$ cat config.mk
export PLATFORM = sky130hd
export DESIGN_NAME = pmch_irq_dispatch
export DESIGN_NICKNAME = d
export VERILOG_FILES = /design/src/rtl/pmch_pkg.sv /design/src/rtl/pmch_mailbox.sv /design/src/rtl/pmch_evt_gen.sv /design/src/rtl/pmch_line_drv.sv /design/src/rtl/pmch_irq_dispatch.sv
export SDC_FILE = /design/constraint.sdc
export NUM_CORES = 1
export LEC_CHECK = 0
export ABC_AREA = 1
export ABC_CLOCK_PERIOD_IN_PS = 1900
export BUFFER_PORTS_ARGS = -buffer_cell sky130_fd_sc_hd__buf_2
export CORE_AREA = 2 2 48 50
export CTS_CLUSTER_SIZE = 8
export DETAILED_ROUTE_END_ITERATION = 6
export DIE_AREA = 0 0 50 52
export PLACE_DENSITY = 0.77
export SYNTH_ARGS = -nofsm -noshare
export SYNTH_HDL_FRONTEND = slang
export SYNTH_SLANG_ARGS = --single-unit
$ cat constraint.sdc
create_clock -name clk -period 1.9 [get_ports clk]
set_clock_uncertainty 0.05 [all_clocks]
set_input_delay 0.57 -clock clk [delete_from_list [all_inputs] [get_ports clk]]
set_output_delay 0.57 -clock clk [all_outputs]
set_load 0.02 [all_outputs]
$ cat src/rtl/pmch_pkg.sv
package pmch_pkg;
    localparam int unsigned OFS_W = 2;

    typedef enum logic [OFS_W-1:0] {
        OFS_DATA     = 2'd0,
        OFS_DATA_SCI = 2'd1,
        OFS_DATA_SMI = 2'd2,
        OFS_TYPE     = 2'd3
    } pmch_ofs_e;

    localparam int unsigned N_LINES  = 2;
    localparam int unsigned LINE_SMI = 0;
    localparam int unsigned LINE_SCI = 1;
endpackage

$ cat src/rtl/pmch_mailbox.sv
module pmch_mailbox
    import pmch_pkg::*;
#(
    parameter int unsigned DW = 8
) (
    input  logic             clk,
    input  logic             rst_n,
    input  logic             core_wr_en,
    input  logic [OFS_W-1:0] core_wr_ofs,
    input  logic [DW-1:0]    core_wr_data,
    input  logic             core_rd_en,
    input  logic             host_wr_en,
    input  logic [DW-1:0]    host_wr_data,
    input  logic             host_rd_en,
    output logic [DW-1:0]    out_byte,
    output logic [DW-1:0]    in_byte,
    output logic             obf,
    output logic             ibf,
    output logic [1:0]       ifc_type
);
    typedef struct packed {
        logic [DW-1:0] odat;
        logic [DW-1:0] idat;
        logic          obf;
        logic          ibf;
        logic [1:0]    ifc;
    } mbx_t;

    mbx_t st_d, st_q;
    logic data_wr;
    logic type_wr;

    always_comb begin
        data_wr = core_wr_en && (core_wr_ofs != OFS_TYPE);
        type_wr = core_wr_en && (core_wr_ofs == OFS_TYPE);
        st_d    = st_q;
        // Clear first, so that a set in the same cycle wins.
        if (host_rd_en) st_d.obf = 1'b0;
        if (core_rd_en) st_d.ibf = 1'b0;
        if (data_wr) begin
            st_d.odat = core_wr_data;
            st_d.obf  = 1'b1;
        end
        if (type_wr) st_d.ifc = core_wr_data[1:0];
        if (host_wr_en) begin
            st_d.idat = host_wr_data;
            st_d.ibf  = 1'b1;
        end
    end

    always_ff @(posedge clk) begin
        if (!rst_n) st_q <= '0;
        else        st_q <= st_d;
    end

    assign out_byte = st_q.odat;
    assign in_byte  = st_q.idat;
    assign obf      = st_q.obf;
    assign ibf      = st_q.ibf;
    assign ifc_type = st_q.ifc;

    // any data offset leaves the output-full flag set
    a_r2_obf_set: assert property (@(posedge clk) disable iff (!rst_n)
        (core_wr_en && core_wr_ofs != OFS_TYPE) |=> obf);
    // a host read with no competing data write drains the flag
    a_r2_obf_clear: assert property (@(posedge clk) disable iff (!rst_n)
        (host_rd_en && !(core_wr_en && core_wr_ofs != OFS_TYPE)) |=> !obf);
    // host write sets input-full
    a_r3_ibf_set: assert property (@(posedge clk) disable iff (!rst_n)
        host_wr_en |=> ibf);
    // a type write leaves output-full untouched
    a_r12_type_keeps_obf: assert property (@(posedge clk) disable iff (!rst_n)
        (core_wr_en && core_wr_ofs == OFS_TYPE && !host_rd_en) |=> $stable(obf));
endmodule

$ cat src/rtl/pmch_evt_gen.sv
module pmch_evt_gen
    import pmch_pkg::*;
(
    input  logic             clk,
    input  logic             rst_n,
    input  logic             enh_en,
    input  logic             smi_en,
    input  logic             sci_en,
    input  logic             core_wr_en,
    input  logic [OFS_W-1:0] core_wr_ofs,
    input  logic             core_rd_en,
    input  logic [OFS_W-1:0] core_rd_ofs,
    input  logic             host_rd_en,
    output logic             smi_act,
    output logic             sci_act
);
    typedef struct packed {
        logic smi;
        logic sci;
    } evt_t;

    evt_t ev_d, ev_q;
    logic smi_set, sci_wr_set, sci_rd_set;

    always_comb begin
        smi_set    = enh_en && smi_en && core_wr_en && (core_wr_ofs == OFS_DATA_SMI);
        sci_wr_set = enh_en && sci_en && core_wr_en && (core_wr_ofs == OFS_DATA_SCI);
        sci_rd_set = enh_en && sci_en && core_rd_en && (core_rd_ofs == OFS_DATA_SCI);
        ev_d       = ev_q;
        // SCI is an event: high only in the cycle after its trigger.
        ev_d.sci   = sci_wr_set || sci_rd_set;
        // SMI is held until the host drains the output byte.
        if (host_rd_en) ev_d.smi = 1'b0;
        if (smi_set)    ev_d.smi = 1'b1;
    end

    always_ff @(posedge clk) begin
        if (!rst_n) ev_q <= '0;
        else        ev_q <= ev_d;
    end

    assign smi_act = ev_q.smi;
    assign sci_act = ev_q.sci;

    // a pending SMI holds while the host leaves the byte alone
    a_r7_smi_hold: assert property (@(posedge clk) disable iff (!rst_n)
        (smi_act && !host_rd_en) |=> smi_act);
    // a host read with no new SMI write drops it
    a_r7_smi_clear: assert property (@(posedge clk) disable iff (!rst_n)
        (host_rd_en && !(core_wr_en && core_wr_ofs == OFS_DATA_SMI)) |=> !smi_act);
    // a plain write with no SCI read alongside gives no SCI
    a_r5_plain_no_sci: assert property (@(posedge clk) disable iff (!rst_n)
        (core_wr_en && core_wr_ofs == OFS_DATA && !core_rd_en) |=> !sci_act);
    // without enhanced mode nothing new is raised
    a_r9_no_sci_off: assert property (@(posedge clk) disable iff (!rst_n)
        !enh_en |=> !sci_act);
    a_r9_no_smi_off: assert property (@(posedge clk) disable iff (!rst_n)
        (!enh_en && !smi_act) |=> !smi_act);
    // enabled SCI-alias write produces the event
    a_r6_sci_fire: assert property (@(posedge clk) disable iff (!rst_n)
        (enh_en && sci_en && core_wr_en && core_wr_ofs == OFS_DATA_SCI) |=> sci_act);
    // a disabled SCI never records an event
    a_r10_sci_gated: assert property (@(posedge clk) disable iff (!rst_n)
        !sci_en |=> !sci_act);
endmodule

$ cat src/rtl/pmch_line_drv.sv
module pmch_line_drv #(
    parameter int unsigned N = 2
) (
    input  logic [N-1:0] act,
    input  logic [N-1:0] en,
    input  logic [N-1:0] pol,
    output logic [N-1:0] line
);
    for (genvar i = 0; i < N; i++) begin : g_line
        assign line[i] = pol[i] ^ (act[i] & en[i]);
    end
endmodule

$ cat src/rtl/pmch_irq_dispatch.sv
module pmch_irq_dispatch
    import pmch_pkg::*;
#(
    parameter int unsigned DW = 8
) (
    input  logic             clk,
    input  logic             rst_n,
    input  logic             cfg_enh_en,
    input  logic             cfg_irq_en,
    input  logic             cfg_smi_en,
    input  logic             cfg_sci_en,
    input  logic             cfg_smi_pol,
    input  logic             cfg_sci_pol,
    input  logic             core_wr_en,
    input  logic [OFS_W-1:0] core_wr_ofs,
    input  logic [DW-1:0]    core_wr_data,
    input  logic             core_rd_en,
    input  logic [OFS_W-1:0] core_rd_ofs,
    output logic [DW-1:0]    core_rd_data,
    input  logic             host_wr_en,
    input  logic [DW-1:0]    host_wr_data,
    input  logic             host_rd_en,
    output logic [DW-1:0]    host_rd_data,
    output logic [3:0]       status,
    output logic             irq_req,
    output logic             smi_line,
    output logic             sci_line
);
    logic             obf, ibf;
    logic [1:0]       ifc_type;
    logic             smi_act, sci_act;
    logic [N_LINES-1:0] act_v, en_v, pol_v, line_v;

    pmch_mailbox #(.DW(DW)) u_mbx (
        .clk          (clk),
        .rst_n        (rst_n),
        .core_wr_en   (core_wr_en),
        .core_wr_ofs  (core_wr_ofs),
        .core_wr_data (core_wr_data),
        .core_rd_en   (core_rd_en),
        .host_wr_en   (host_wr_en),
        .host_wr_data (host_wr_data),
        .host_rd_en   (host_rd_en),
        .out_byte     (host_rd_data),
        .in_byte      (core_rd_data),
        .obf          (obf),
        .ibf          (ibf),
        .ifc_type     (ifc_type)
    );

    pmch_evt_gen u_evt (
        .clk         (clk),
        .rst_n       (rst_n),
        .enh_en      (cfg_enh_en),
        .smi_en      (cfg_smi_en),
        .sci_en      (cfg_sci_en),
        .core_wr_en  (core_wr_en),
        .core_wr_ofs (core_wr_ofs),
        .core_rd_en  (core_rd_en),
        .core_rd_ofs (core_rd_ofs),
        .host_rd_en  (host_rd_en),
        .smi_act     (smi_act),
        .sci_act     (sci_act)
    );

    always_comb begin
        act_v = '0;
        en_v  = '0;
        pol_v = '0;
        act_v[LINE_SMI] = smi_act;
        act_v[LINE_SCI] = sci_act;
        en_v[LINE_SMI]  = cfg_smi_en;
        en_v[LINE_SCI]  = cfg_sci_en;
        pol_v[LINE_SMI] = cfg_smi_pol;
        pol_v[LINE_SCI] = cfg_sci_pol;
    end

    pmch_line_drv #(.N(N_LINES)) u_drv (
        .act  (act_v),
        .en   (en_v),
        .pol  (pol_v),
        .line (line_v)
    );

    assign smi_line = line_v[LINE_SMI];
    assign sci_line = line_v[LINE_SCI];
    assign irq_req  = obf & cfg_irq_en;
    assign status   = {ifc_type, ibf, obf};

    // a pending SMI is not suppressed by an SCI event in the same cycle
    a_r13_independent: assert property (@(posedge clk) disable iff (!rst_n)
        (smi_act && sci_act && cfg_smi_en && cfg_sci_en)
            |-> (smi_line != cfg_smi_pol) && (sci_line != cfg_sci_pol));
    // no IRQ request while the output byte is empty
    a_r4_irq_needs_data: assert property (@(posedge clk) disable iff (!rst_n)
        (host_rd_en && !core_wr_en) |=> !irq_req);
endmodule

## Yosys cells after proc, flatten, opt, wreduce, memory -nomap -nowiden

Cells that the tools add are included.

| word-level totals | value |
|---|---|
| input port bits | 32 |
| output and inout port bits | 23 |
| bits in writable memories | 0 |
| logic and storage cells | 36 |
| memories | 0 |
| flip-flop bits (word level) | 22 |
| latch bits | 0 |
| memory bits (read-only) | 0 |

| cells by class | value |
|---|---|
| multipliers | 0 |
| $lt $le $gt $ge | 0 |
| divide/modulo/power cells | 0 |
| equality and inequality tests | 5 |
| reductions and logical operators | 14 |
| multiplexer cells | 5 |
| shift-type cells | 0 |
| add/sub/neg operators | 0 |
| bitwise gates (word level) | 5 |

Operators with widths:

| operator | count |
|---|---|
| $logic_and 1x1->1 | 10 |
| $reduce_bool 2->1 | 3 |
| $mux 1 | 5 |
| $eq 2x1->1 const B | 2 |
| $eq 2x2->1 const B | 2 |
| $and 1x1->1 | 3 |
| $ne 2x2->1 const B | 1 |
| $xor 1x1->1 | 2 |
| $logic_or 1x1->1 | 1 |

## Depth between registers and ports, before layout

| logic depth | value |
|---|---|
| depth in word-level cells | 4 |
| gate-level depth with buffers | 5 |
| depth with buffers taken out | 5 |

## By module

From an unflattened synthesis, not the netlist that was laid out.

| unflattened totals | value |
|---|---|
| cell total of the unflattened synthesis | 140 |
| area total of the unflattened synthesis | 972.2 um2 |

Modules (own cells, without submodules):

| module | area an instance (um2) | cells an instance | seq. area each (um2) | times used |
|---|---|---|---|---|
| pmch_mailbox | 807.0 | 110 | 400.4 | 1 |
| pmch_evt_gen | 102.6 | 16 | 40.0 | 1 |
| pmch_line_drv | 40.0 | 10 | 0.0 | 1 |
| pmch_irq_dispatch | 22.5 | 4 | 0.0 | 1 |

## Least setup slack after synthesis

No wires, ideal clock.

| path | value |
|---|---|
| kind | input to output |
| start | in cfg_smi_en |
| end | out smi_line |
| arrival | 997 ps |
| setup slack | 283 ps |
| buffers on the path | 0 |
| stages on the path | 2 |
| data required time | 1280 ps |
| cell sequence | nand2_1 xnor2_1 |

| between the ends | value |
|---|---|
| word-level cells in the longest chain between the ends | 2 |

Ends and longest elaborated chain:

| what | line | RTL |
|---|---|---|
| from (decl) | pmch_irq_dispatch.sv:10 | `input logic cfg_smi_en,` |
| $and 1x1->1 | pmch_line_drv.sv:10 | `assign line[i] = pol[i] ^ (act[i] & en[i]);` |
| $xor 1x1->1 | pmch_line_drv.sv:10 |  |
| to (decl) | pmch_irq_dispatch.sv:26 | `output logic smi_line,` |

No other way between the ends.

## Final worst setup path

| path | value |
|---|---|
| start | in cfg_sci_en |
| end | out sci_line |

| between the ends | value |
|---|---|
| word-level cells in the longest chain between the ends | 2 |

Ends and longest elaborated chain:

| what | line | RTL |
|---|---|---|
| from (decl) | pmch_irq_dispatch.sv:11 | `input logic cfg_sci_en,` |
| $and 1x1->1 | pmch_line_drv.sv:10 |  |
| $xor 1x1->1 | pmch_line_drv.sv:10 |  |
| to (decl) | pmch_irq_dispatch.sv:27 | `output logic sci_line` |

No other way between the ends.

==> impl_metrics.yaml <==
outcome:
  outcome: "completed"
global_route:
  grt_pass1_wl_mm: 3.11
  grt_pass1_vias: 773
  grt-ovfl-total: 0
  antenna_found_initial: 0
  grt.total_usage: 0.154
  grt_max_degree: 19
floorplan:
  num_rows: 17
  io_pins: 55
  initial_core_util: 0.405
  fp.dieH_um: 52
  core_area_um2: 2110
  dieWidth_um: 50
  die_area_um2: 2600
sta:
  rsz0062_at_grt: "false"
  fin_setup_tns_ns: 0
  finalHoldViolations: 0
  tightest_slew_ns: 0.267
  slew_headroom: 0.822
  drv_slew: 0
  period_share: 0.865
  final-setup-viol-count: 0
  timing.fmax_mhz: 608
  whs_ns: 0.421
  period_needed_ns: 1.64
yosys:
  syn_area_um2: 853
  syn_avg_cell_area_um2: 7.76
  ys_seq_area_frac: 0.516
  syn-num-nets: 142
  synth-seq-cells: 22
  syn_inst: 110
  synthDistinctLibCells: 16
  yosysWarnings: 0
cts:
  cts_hold_buf: 0
  path_clk_slew_ns: 0.12
  cts_setup_buffers: 0
  cts_resized: 0
  clk_latency_ns: 0.30
  cts.sinks: 22
  clock_path_buffers: 2
  cts_tree: "done"
  ctsRootBufferMaster: "clkbuf_4"
  cts_buffers: 3
  h-tree-depth: 1
setup_path:
  cp_slowest_stage_delay_ns: 0.17
  crit_path_frequent_cell: "buf_2"
  cp.required_ns: 1.28
  path_cells: "buf_2, nand2_1, xnor2_1, buf_2"
  crit_slowest_cell: "buf_2"
  crit_buf_inv: 2
  worstPathMaxFanout: 2
  arrival_ns: 1.02
  crit_path_end_kind: "output pin"
  critPathKind: "in -> out"
  cp-start-kind: "primary input"
  crit_family: "buffers and inverters"
final_layout:
  diodes: 0
  syn_to_final_growth_pct: 37.4
  nNetsFinal: 198
  multi_input_area_um2: 355
  drive_gt1_frac: 0.394
  seqCellArea_um2: 440
  n_fill_cell: 217
min_path:
  hp-class: "reg -> reg"
power:
  pwr-share-clk: 0.268
  vdd_drop_max_uv: 375
  p_sw_frac: 0.274
  combPwrFrac: 0.190
  p_switching_mw: 0.255
  internal-power_mw: 0.676
  sequentialPowerShare: 0.542
  leakagePower_nw: 0.606
  powerDensity_nw_per_um2: 794
placed_design:
  io_buffers: 54
  dp_hpwl_mm: 1.53
  gp_congestion: 0.720
detailed_routing:
  vias: 882
  detail-route-antenna-nets: 0
  viasPerCell: 4.57
  drcViolationCount: 0
  wirelength_mm: 1.92
  drt_iter0_drc: 9
  wl_per_cell_um: 9.94
  first_pass_iters: 4
run:
  drv_cap: 0
==> tightest hold or removal path, cell delays in order, from the launching register on <==
cell	delay, ns
dfxtp_1	0.33
nand2_1	0.06
a21oi_1	0.05
==> routing by layer <==
layer  wire (um)  vias to the layer above  track usage
met1         832                      381        0.178
li1            -                      460            -
met2         907                       39        0.274
met5           0                        -            0
met4          14                        0       0.0556
met3         164                        2       0.0374
==> area by class of cell <==
| cell class | count | area share |
|---|---|---|
| Multi-Input combinational cell | 77 | 0.303 |
| Timing Repair Buffer | 54 | 0.231 |
| Inverter | 8 | 0.0299 |
| Tap cell | 28 | 0.0299 |
| Clock buffer | 4 | 0.0309 |
| Sequential cell | 22 | 0.376 |
==> flip-flops by register name, summed over array words and instances, names as in the netlist <==
name and cells:
u_mbx.ifc_type 2, u_evt.sci_act 1, u_mbx.in_byte 8, u_mbx.obf 1
u_mbx.out_byte 8, u_mbx.ibf 1, u_evt.smi_act 1
==> cells by family (layout without fill, tap and decap cells) <==
| kind of cell | Yosys count | count (layout) | share of synthesized area |
|---|---|---|---|
| compound gates | 21 | 21 | 0.123 |
| simple gates | 54 | 54 | 0.273 |
| flops | 22 | 22 | 0.516 |
| xor+xnor | 2 | 2 | 0.0205 |
| buf+inv | 11 | 66 | 0.0674 |
==> power groups by stage <==
stage,registers [mW],logic [mW],clock network [mW]
floorplan,0.547,0.0688,0
global placement,0.514,0.174,0
finish,0.504,0.177,0.250
global route,0.508,0.196,0.282
CTS,0.505,0.179,0.260
detailed placement,0.515,0.179,0
==> stage by stage <==
step           worst slack, ns  std cells  total power [mW]  utilization  instance area (um2)
2_1_floorplan            0.283        110             0.616            -                  853
3_3_place_gp             0.265        189             0.688        0.540                 1140
3_5_place_dp             0.249        189             0.693        0.540                 1140
4_1_cts                  0.249        193             0.943        0.557                 1170
5_1_grt                  0.171        193             0.987        0.557                 1170
6_report                 0.256        193             0.931        0.557                 1170
==> synth_stat cells <==
cell type,instances,share of area
buf_4,3,0.026
inv_1,6,0.026
nand2_4,1,0.013
xnor2_1,2,0.021
dfxtp_1,22,0.52
inv_2,1,0.0044
a21oi_1,5,0.029
inv_6,1,0.010
nor2_2,3,0.022
nand4_1,2,0.015
nand2_2,1,0.0073
nand3_1,3,0.018
nand3b_1,1,0.0088
nand2_1,9,0.040
nor2_1,34,0.15
o21ai_0,16,0.094
==> cells in the final DEF, fill, tap and decap left out <==
master,instances
a21oi_1,5
o21ai_0,16
nand3_1,3
nand4_1,2
inv_2,1
dfxtp_1,22
clkbuf_4,3
nor2_2,3
inv_6,1
xnor2_1,2
nor2_1,34
nand3b_1,1
nand2_1,9
nand2_2,1
nand2_4,1
inv_1,6
buf_2,54
clkbuf_8,1
==> final timing paths <==
path | slack [ns] | start | endpoint | depth (start not counted)
worst min register to register | 0.42 | u_mbx.ibf | u_mbx.ibf | 2
worst max register to register | 1.21 | u_evt.smi_act | u_evt.smi_act | 4
worst min-delay path | 0.42 | u_mbx.ibf | u_mbx.ibf | 2
worst max-delay path | 0.26 | cfg_sci_en | sci_line | 4
Power figures use the tool's default switching activity.
